[config.mk]
export PLATFORM = sky130hd
export DESIGN_NAME = ecc_err_capture
export DESIGN_NICKNAME = d
export VERILOG_FILES = /design/src/rtl/ecc_cap_pkg.sv /design/src/rtl/ecc_cap_ctrl.sv /design/src/rtl/ecc_cap_log.sv /design/src/rtl/ecc_cap_req.sv /design/src/rtl/ecc_err_capture.sv
export SDC_FILE = /design/constraint.sdc
export NUM_CORES = 1
export LEC_CHECK = 0
export BUFFER_PORTS_ARGS = -buffer_cell sky130_fd_sc_hd__buf_2
export CELL_PAD_IN_SITES_DETAIL_PLACEMENT = 1
export CELL_PAD_IN_SITES_GLOBAL_PLACEMENT = 1
export CORE_MARGIN = 2
export CORE_UTILIZATION = 31
export DETAILED_ROUTE_END_ITERATION = 16
export PLACE_DENSITY = 0.89
export SLEW_MARGIN = 20
export SYNTH_ARGS = -nofsm -noshare
export SYNTH_HDL_FRONTEND = slang
export SYNTH_HIERARCHICAL = 1
export SYNTH_SLANG_ARGS = --single-unit
[constraint.sdc]
create_clock -name clk_i -period 2.1 [get_ports clk_i]
set_clock_uncertainty 0.05 [all_clocks]
set_input_delay 0 -clock clk_i [delete_from_list [all_inputs] [get_ports clk_i]]
set_output_delay 0 -clock clk_i [all_outputs]
set_load 0.05 [all_outputs]
[src/rtl/ecc_cap_pkg.sv]
package ecc_cap_pkg;
  localparam int unsigned REG_W         = 32;
  localparam int unsigned SBE_BIT       = 0;
  localparam int unsigned MBE_BIT       = 1;
  localparam int unsigned NMI_EN_BIT    = 2;
  localparam int unsigned SERR_EN_BIT   = 3;
  localparam int unsigned SYN_LSB       = 4;
  localparam int unsigned SCRUB_DIS_BIT = 31;

  typedef struct packed {
    logic scrub_dis;
    logic serr_en;
    logic nmi_en;
  } ctrl_t;
endpackage

[src/rtl/ecc_cap_ctrl.sv]
module ecc_cap_ctrl
  import ecc_cap_pkg::*;
(
  input  logic             clk_i,
  input  logic             rst_ni,
  input  logic             wr_en_i,
  input  logic [REG_W-1:0] wr_data_i,
  output ctrl_t            ctrl_o,
  output logic             clr_o
);
  ctrl_t ctrl_q;

  always_ff @(posedge clk_i or negedge rst_ni) begin
    if (!rst_ni) begin
      ctrl_q <= '0;
    end else if (wr_en_i) begin
      ctrl_q.scrub_dis <= wr_data_i[SCRUB_DIS_BIT];
      ctrl_q.serr_en   <= wr_data_i[SERR_EN_BIT];
      ctrl_q.nmi_en    <= wr_data_i[NMI_EN_BIT];
    end
  end

  // both flag bits must be written as 1 together
  assign clr_o  = wr_en_i & wr_data_i[SBE_BIT] & wr_data_i[MBE_BIT];
  assign ctrl_o = ctrl_q;


  ctrl_hold_chk: assert property (@(posedge clk_i) disable iff (!rst_ni)
    !wr_en_i |=> $stable(ctrl_q));
endmodule

[src/rtl/ecc_cap_log.sv]
module ecc_cap_log #(
  parameter int unsigned ADDR_W = 32,
  parameter int unsigned SYN_W  = 8,
  parameter int unsigned KEEP_W = 19
) (
  input  logic              clk_i,
  input  logic              rst_ni,
  input  logic              sbe_i,
  input  logic              mbe_i,
  input  logic [ADDR_W-1:0] addr_i,
  input  logic [SYN_W-1:0]  syn_i,
  input  logic              clr_i,
  output logic              sbe_flag_o,
  output logic              mbe_flag_o,
  output logic [KEEP_W-1:0] addr_o,
  output logic [SYN_W-1:0]  syn_o
);
  logic              sbe_q, mbe_q;
  logic [KEEP_W-1:0] addr_q;
  logic [SYN_W-1:0]  syn_q;
  logic              open_w, take_w;

  // capture window is open when no flag survives this cycle
  assign open_w = clr_i | ~(sbe_q | mbe_q);
  assign take_w = open_w & (sbe_i | mbe_i);

  always_ff @(posedge clk_i or negedge rst_ni) begin
    if (!rst_ni) begin
      sbe_q  <= 1'b0;
      mbe_q  <= 1'b0;
      addr_q <= '0;
      syn_q  <= '0;
    end else begin
      if (open_w) begin
        mbe_q <= mbe_i;
        sbe_q <= sbe_i & ~mbe_i;
      end
      if (take_w) begin
        addr_q <= addr_i[ADDR_W-1 -: KEEP_W];
        syn_q  <= syn_i;
      end
    end
  end

  assign sbe_flag_o = sbe_q;
  assign mbe_flag_o = mbe_q;
  assign addr_o     = addr_q;
  assign syn_o      = syn_q;


  one_flag_chk: assert property (@(posedge clk_i) disable iff (!rst_ni)
    $onehot0({sbe_q, mbe_q}));


  frozen_chk: assert property (@(posedge clk_i) disable iff (!rst_ni)
    (sbe_q | mbe_q) && !clr_i |=> $stable(addr_q) && $stable(syn_q) && $stable({sbe_q, mbe_q}));


  mbe_prio_chk: assert property (@(posedge clk_i) disable iff (!rst_ni)
    sbe_i && mbe_i && (clr_i || !(sbe_q || mbe_q)) |=> mbe_q && !sbe_q);


  clear_chk: assert property (@(posedge clk_i) disable iff (!rst_ni)
    clr_i && !sbe_i && !mbe_i |=> !sbe_q && !mbe_q);


  sbe_take_chk: assert property (@(posedge clk_i) disable iff (!rst_ni)
    sbe_i && !mbe_i && !sbe_q && !mbe_q |=> sbe_q && syn_q == $past(syn_i));
endmodule

[src/rtl/ecc_cap_req.sv]
module ecc_cap_req
  import ecc_cap_pkg::*;
(
  input  logic  clk_i,
  input  logic  rst_ni,
  input  logic  sbe_i,
  input  logic  mbe_i,
  input  logic  sbe_flag_i,
  input  logic  mbe_flag_i,
  input  ctrl_t ctrl_i,
  output logic  nmi_o,
  output logic  serr_o,
  output logic  scrub_req_o
);
  logic scrub_q;

  always_ff @(posedge clk_i or negedge rst_ni) begin
    if (!rst_ni) scrub_q <= 1'b0;
    else         scrub_q <= sbe_i & ~mbe_i & ~ctrl_i.scrub_dis;
  end

  assign nmi_o       = sbe_flag_i & ctrl_i.nmi_en;
  assign serr_o      = mbe_flag_i & ctrl_i.serr_en;
  assign scrub_req_o = scrub_q;


  scrub_fire_chk: assert property (@(posedge clk_i) disable iff (!rst_ni)
    sbe_i && !mbe_i && !ctrl_i.scrub_dis |=> scrub_req_o);


  scrub_quiet_chk: assert property (@(posedge clk_i) disable iff (!rst_ni)
    ctrl_i.scrub_dis || mbe_i || !sbe_i |=> !scrub_req_o);
endmodule

[src/rtl/ecc_err_capture.sv]
module ecc_err_capture
  import ecc_cap_pkg::*;
#(
  parameter int unsigned ADDR_W = 32,
  parameter int unsigned SYN_W  = 8
) (
  input  logic              clk_i,
  input  logic              rst_ni,
  input  logic              sbe_i,
  input  logic              mbe_i,
  input  logic [ADDR_W-1:0] err_addr_i,
  input  logic [SYN_W-1:0]  err_syn_i,
  input  logic              wr_en_i,
  input  logic [REG_W-1:0]  wr_data_i,
  output logic [REG_W-1:0]  rd_data_o,
  output logic              nmi_o,
  output logic              serr_o,
  output logic              scrub_req_o
);
  localparam int unsigned ADDR_LSB = SYN_LSB + SYN_W;
  localparam int unsigned KEEP_W   = SCRUB_DIS_BIT - ADDR_LSB;

  ctrl_t             ctrl;
  logic              clr;
  logic              sbe_flag, mbe_flag;
  logic [KEEP_W-1:0] cap_addr;
  logic [SYN_W-1:0]  cap_syn;

  ecc_cap_ctrl u_ctrl (
    .clk_i    (clk_i),
    .rst_ni   (rst_ni),
    .wr_en_i  (wr_en_i),
    .wr_data_i(wr_data_i),
    .ctrl_o   (ctrl),
    .clr_o    (clr)
  );

  ecc_cap_log #(
    .ADDR_W(ADDR_W),
    .SYN_W (SYN_W),
    .KEEP_W(KEEP_W)
  ) u_log (
    .clk_i     (clk_i),
    .rst_ni    (rst_ni),
    .sbe_i     (sbe_i),
    .mbe_i     (mbe_i),
    .addr_i    (err_addr_i),
    .syn_i     (err_syn_i),
    .clr_i     (clr),
    .sbe_flag_o(sbe_flag),
    .mbe_flag_o(mbe_flag),
    .addr_o    (cap_addr),
    .syn_o     (cap_syn)
  );

  ecc_cap_req u_req (
    .clk_i      (clk_i),
    .rst_ni     (rst_ni),
    .sbe_i      (sbe_i),
    .mbe_i      (mbe_i),
    .sbe_flag_i (sbe_flag),
    .mbe_flag_i (mbe_flag),
    .ctrl_i     (ctrl),
    .nmi_o      (nmi_o),
    .serr_o     (serr_o),
    .scrub_req_o(scrub_req_o)
  );

  always_comb begin
    rd_data_o                            = '0;
    rd_data_o[SBE_BIT]                   = sbe_flag;
    rd_data_o[MBE_BIT]                   = mbe_flag;
    rd_data_o[NMI_EN_BIT]                = ctrl.nmi_en;
    rd_data_o[SERR_EN_BIT]               = ctrl.serr_en;
    rd_data_o[SYN_LSB +: SYN_W]          = cap_syn;
    rd_data_o[ADDR_LSB +: KEEP_W]        = cap_addr;
    rd_data_o[SCRUB_DIS_BIT]             = ctrl.scrub_dis;
  end


  irq_drop_chk: assert property (@(posedge clk_i) disable iff (!rst_ni)
    clr && !sbe_i && !mbe_i |=> !nmi_o && !serr_o);
endmodule

==> summary.log <==
qor: synth.post_synth.cell_area_avg 17.52 um2
qor: finish.diodes 0
qor: critical_path.path_class reg2reg
qor: sta.grt_setup_unrepaired no
qor: sta.finalMaxSlewViolations 0
qor: sta.worst_hold_margin 0.1716 ns
qor: synth.synth.yosys.seq_area_share 59.67%
qor: grt.grt_start_max_net_pins 34
qor: synth.yosys_reg_bits 33
qor: critical_path.worstPathRequired 2.21 ns
qor: floorplan.row_count 24
qor: grt.initial_antenna_violation_count 0
qor: sta.finalSetupViolations 0
qor: synth.area_share_of_the_largest_cell_type_after_synthesis 59.67%
qor: place.placed_instances 200
qor: detailed_routing.wl_per_cell 14.73 um
qor: detailed_routing.drt-vias-per-instance 4.441
qor: synth.cell_types_occupying_the_most_area_after_synthesis dfrtp_1 60%, mux2_4 22%, mux2_2 8.1%, buf_12 2.9%, o22ai_4 1.4%
qor: floorplan.floorplan.initialDensity 32.00%
qor: clocking.clock-root-buffer clkbuf_8
qor: synth.mux_share_of_post_synthesis_cell_area 29.84%
qor: sta.hold_viol_final 0
qor: place.place_area 1764 um2
qor: floorplan.die_width 70.81 um
qor: finish.most_frequent_standard_cell_in_the_layout_excluding_fill_and_tap_cells buf_2
qor: finish.design_area 2236 um2
qor: detailed_routing.routed-via-count 1088
qor: clocking.cts.clk_slew.worst_paths 0.07 ns
qor: place.preCtsSetupSlack 0.7099 ns
qor: power_and_ir_drop.power_per_unit_of_standard_cell_area 1384 nW/um2
qor: power_and_ir_drop.fin_total_pwr 3.095 mW
qor: detailed_routing.drt-pass1-iter-count 4
qor: grt.first_global_vias 1231
qor: sta.slew_headroom 51.06%
qor: clocking.cts_inserted_buffers 5
qor: synth.xor_xnor_cell_area_share_of_the_yosys_netlist 0%
qor: synth.synth_top_cell_by_area dfrtp_1
qor: sta.maxClockFrequency 706.0 MHz
qor: critical_path.crit_path_start_kind flip-flop
qor: clocking.htree_num_levels 2
qor: synth.postSynthNetCount 156
qor: synth.simple_gate_share_of_the_synthesized_area 5.063%
qor: synth.syn-cell-area 1384 um2
qor: place.place.gp.congestion 0.6885
qor: critical_path.critPathArrivalTime 1.52 ns
qor: clocking.cts_repair_resize_count 0
qor: detailed_routing.dr.first_iter.drc_count 36
qor: clocking.tritoncts_num_sinks 33
qor: floorplan.floorplan.die_area 5014 um2
qor: floorplan.die_h 70.81 um
qor: sta.postLayoutSetupSlackWorst 0.6835 ns
qor: synth.area_fraction_in_compound_gates_after_synthesis 1.447%
qor: clocking.cts_max_path_bufs 2
qor: grt.overflow 0
qor: finish.final_net_count 269
qor: place.place.port_buffers 71
qor: finish.layout-area-overhead-vs-synth 61.57%
qor: detailed_routing.drtAntennaViolNets 0
qor: run.maxCapViolCount 0
qor: finish.final_cells 245
qor: sta.final.min_clock_period 1.416 ns
qor: synth.ys_warn_count 6
qor: floorplan.io_pins 112
qor: critical_path.endpoint_kind flip-flop
qor: sta.slew_worst_pin 0.7341 ns
qor: sta.finalCritPeriodShare 67.45%
qor: grt.grt_pass1_wl 5858 um
qor: place.post-dp-hpwl 2190 um
qor: min_path.hp-class in2reg
qor: power_and_ir_drop.vdd_drop_max 0.0005318 V
qor: clocking.clk-insertion-delay-late 0.28 ns
qor: floorplan.core-area 4324 um2
qor: sta.setup-tns-final 0 ns
qor: detailed_routing.wl 3608 um
qor: finish.drive_gt1_share 59.59%
qor: synth.post_synthesis_share_of_cell_area_spent_on_full_adders_half_adders_and_majority_gates 0%
qor: finish.post-route-util 51.71%
qor: power_and_ir_drop.power_leakage 1.149 nW
qor: status.outcome finished, final reports clean
qor: finish.mostFrequentLayoutCells 71 x buf_2, 37 x dlygate4sd3_1, 33 x dfrtp_1
qor: detailed_routing.drcViolationCount 0
qor: grt.grt_usage 15.15%
qor: synth.syn_inst 79
qor: synth.synth_cell_type_count 13
qor: synth.synth_top_family_by_area multiplexers
qor: critical_path.critical_path.max_fanout 14
qor: clocking.tritoncts yes
[state kept, by name, indices dropped and copies added (netlist names)]
register           cells
u_log/mbe_flag_o       1
u_log/sbe_flag_o       1
u_log/syn_o            8
u_req/scrub_req_o      1
u_ctrl/ctrl_o          3
u_log/addr_o          19
[worst paths after layout]
| path | startpoint | end | slack, ns | cells after the start |
|---|---|---|---|---|
| max in group asynchronous | rst_ni | u_log/addr_o[14] | 1.23 | 2 |
| setup / recovery | u_log/mbe_flag_o | u_log/addr_o[15] | 0.68 | 4 |
| setup reg to reg | u_log/mbe_flag_o | u_log/addr_o[15] | 0.68 | 4 |
| hold / removal | wr_data_i[0] | u_log/sbe_flag_o | 0.17 | 4 |
| min in group asynchronous | rst_ni | u_log/addr_o[1] | 0.30 | 2 |
| hold reg to reg | u_log/syn_o[7] | u_log/syn_o[7] | 0.45 | 1 |
[cells by family after synthesis]
group                  after synthesis
AO/OA/AOI/OAI                        1
buffers and inverters                4
flip-flops                          33
multiplexers                        30
AND/OR/NAND/NOR                     11
[layout make-up]
cell class                      count  area [um2]
Clock buffer                        7       96.34
Multi-Input combinational cell     42       503.0
Tap cell                           52       65.06
Timing Repair Buffer              110       740.7
Sequential cell                    33       825.8
Clock inverter                      1       5.005
Fill cell                         452        2088
[critical path, cell delays in order (launching register included)]
cell and delay (ns):
dfrtp_1 0.43, nor2_2 0.08, o22ai_4 0.10, buf_4 0.27, mux2_2 0.37
[synth_stat cells]
library cell / count
o22ai_4: 1
and2_1: 2
and3_2: 1
dfrtp_1: 33
buf_12: 2
nand3b_1: 1
mux2_2: 10
nor3b_2: 1
nand2_1: 3
nand2b_1: 2
buf_4: 2
nor2_2: 1
mux2_4: 20
[layer usage]
layer  up-vias  wire length, um  track usage (%)
met4         0               21            4.403
met3         3              227            4.416
li1        499                -                -
met5         -                0                0
met2        48             1974            27.83
met1       538             1385            16.94
[where the power goes]
part	switching (mW)	internal, mW
Sequential	0.122	0.861
Combinational	1.08	0.513
Clock	0.224	0.296
Total	1.43	1.67
[what timing repair did]
action	in CTS	in global routing
buffers inserted	0	0
hold endpoints to repair	66	0
hold buffers	37	0
Note: power is estimated with default switching activity, not from simulation.
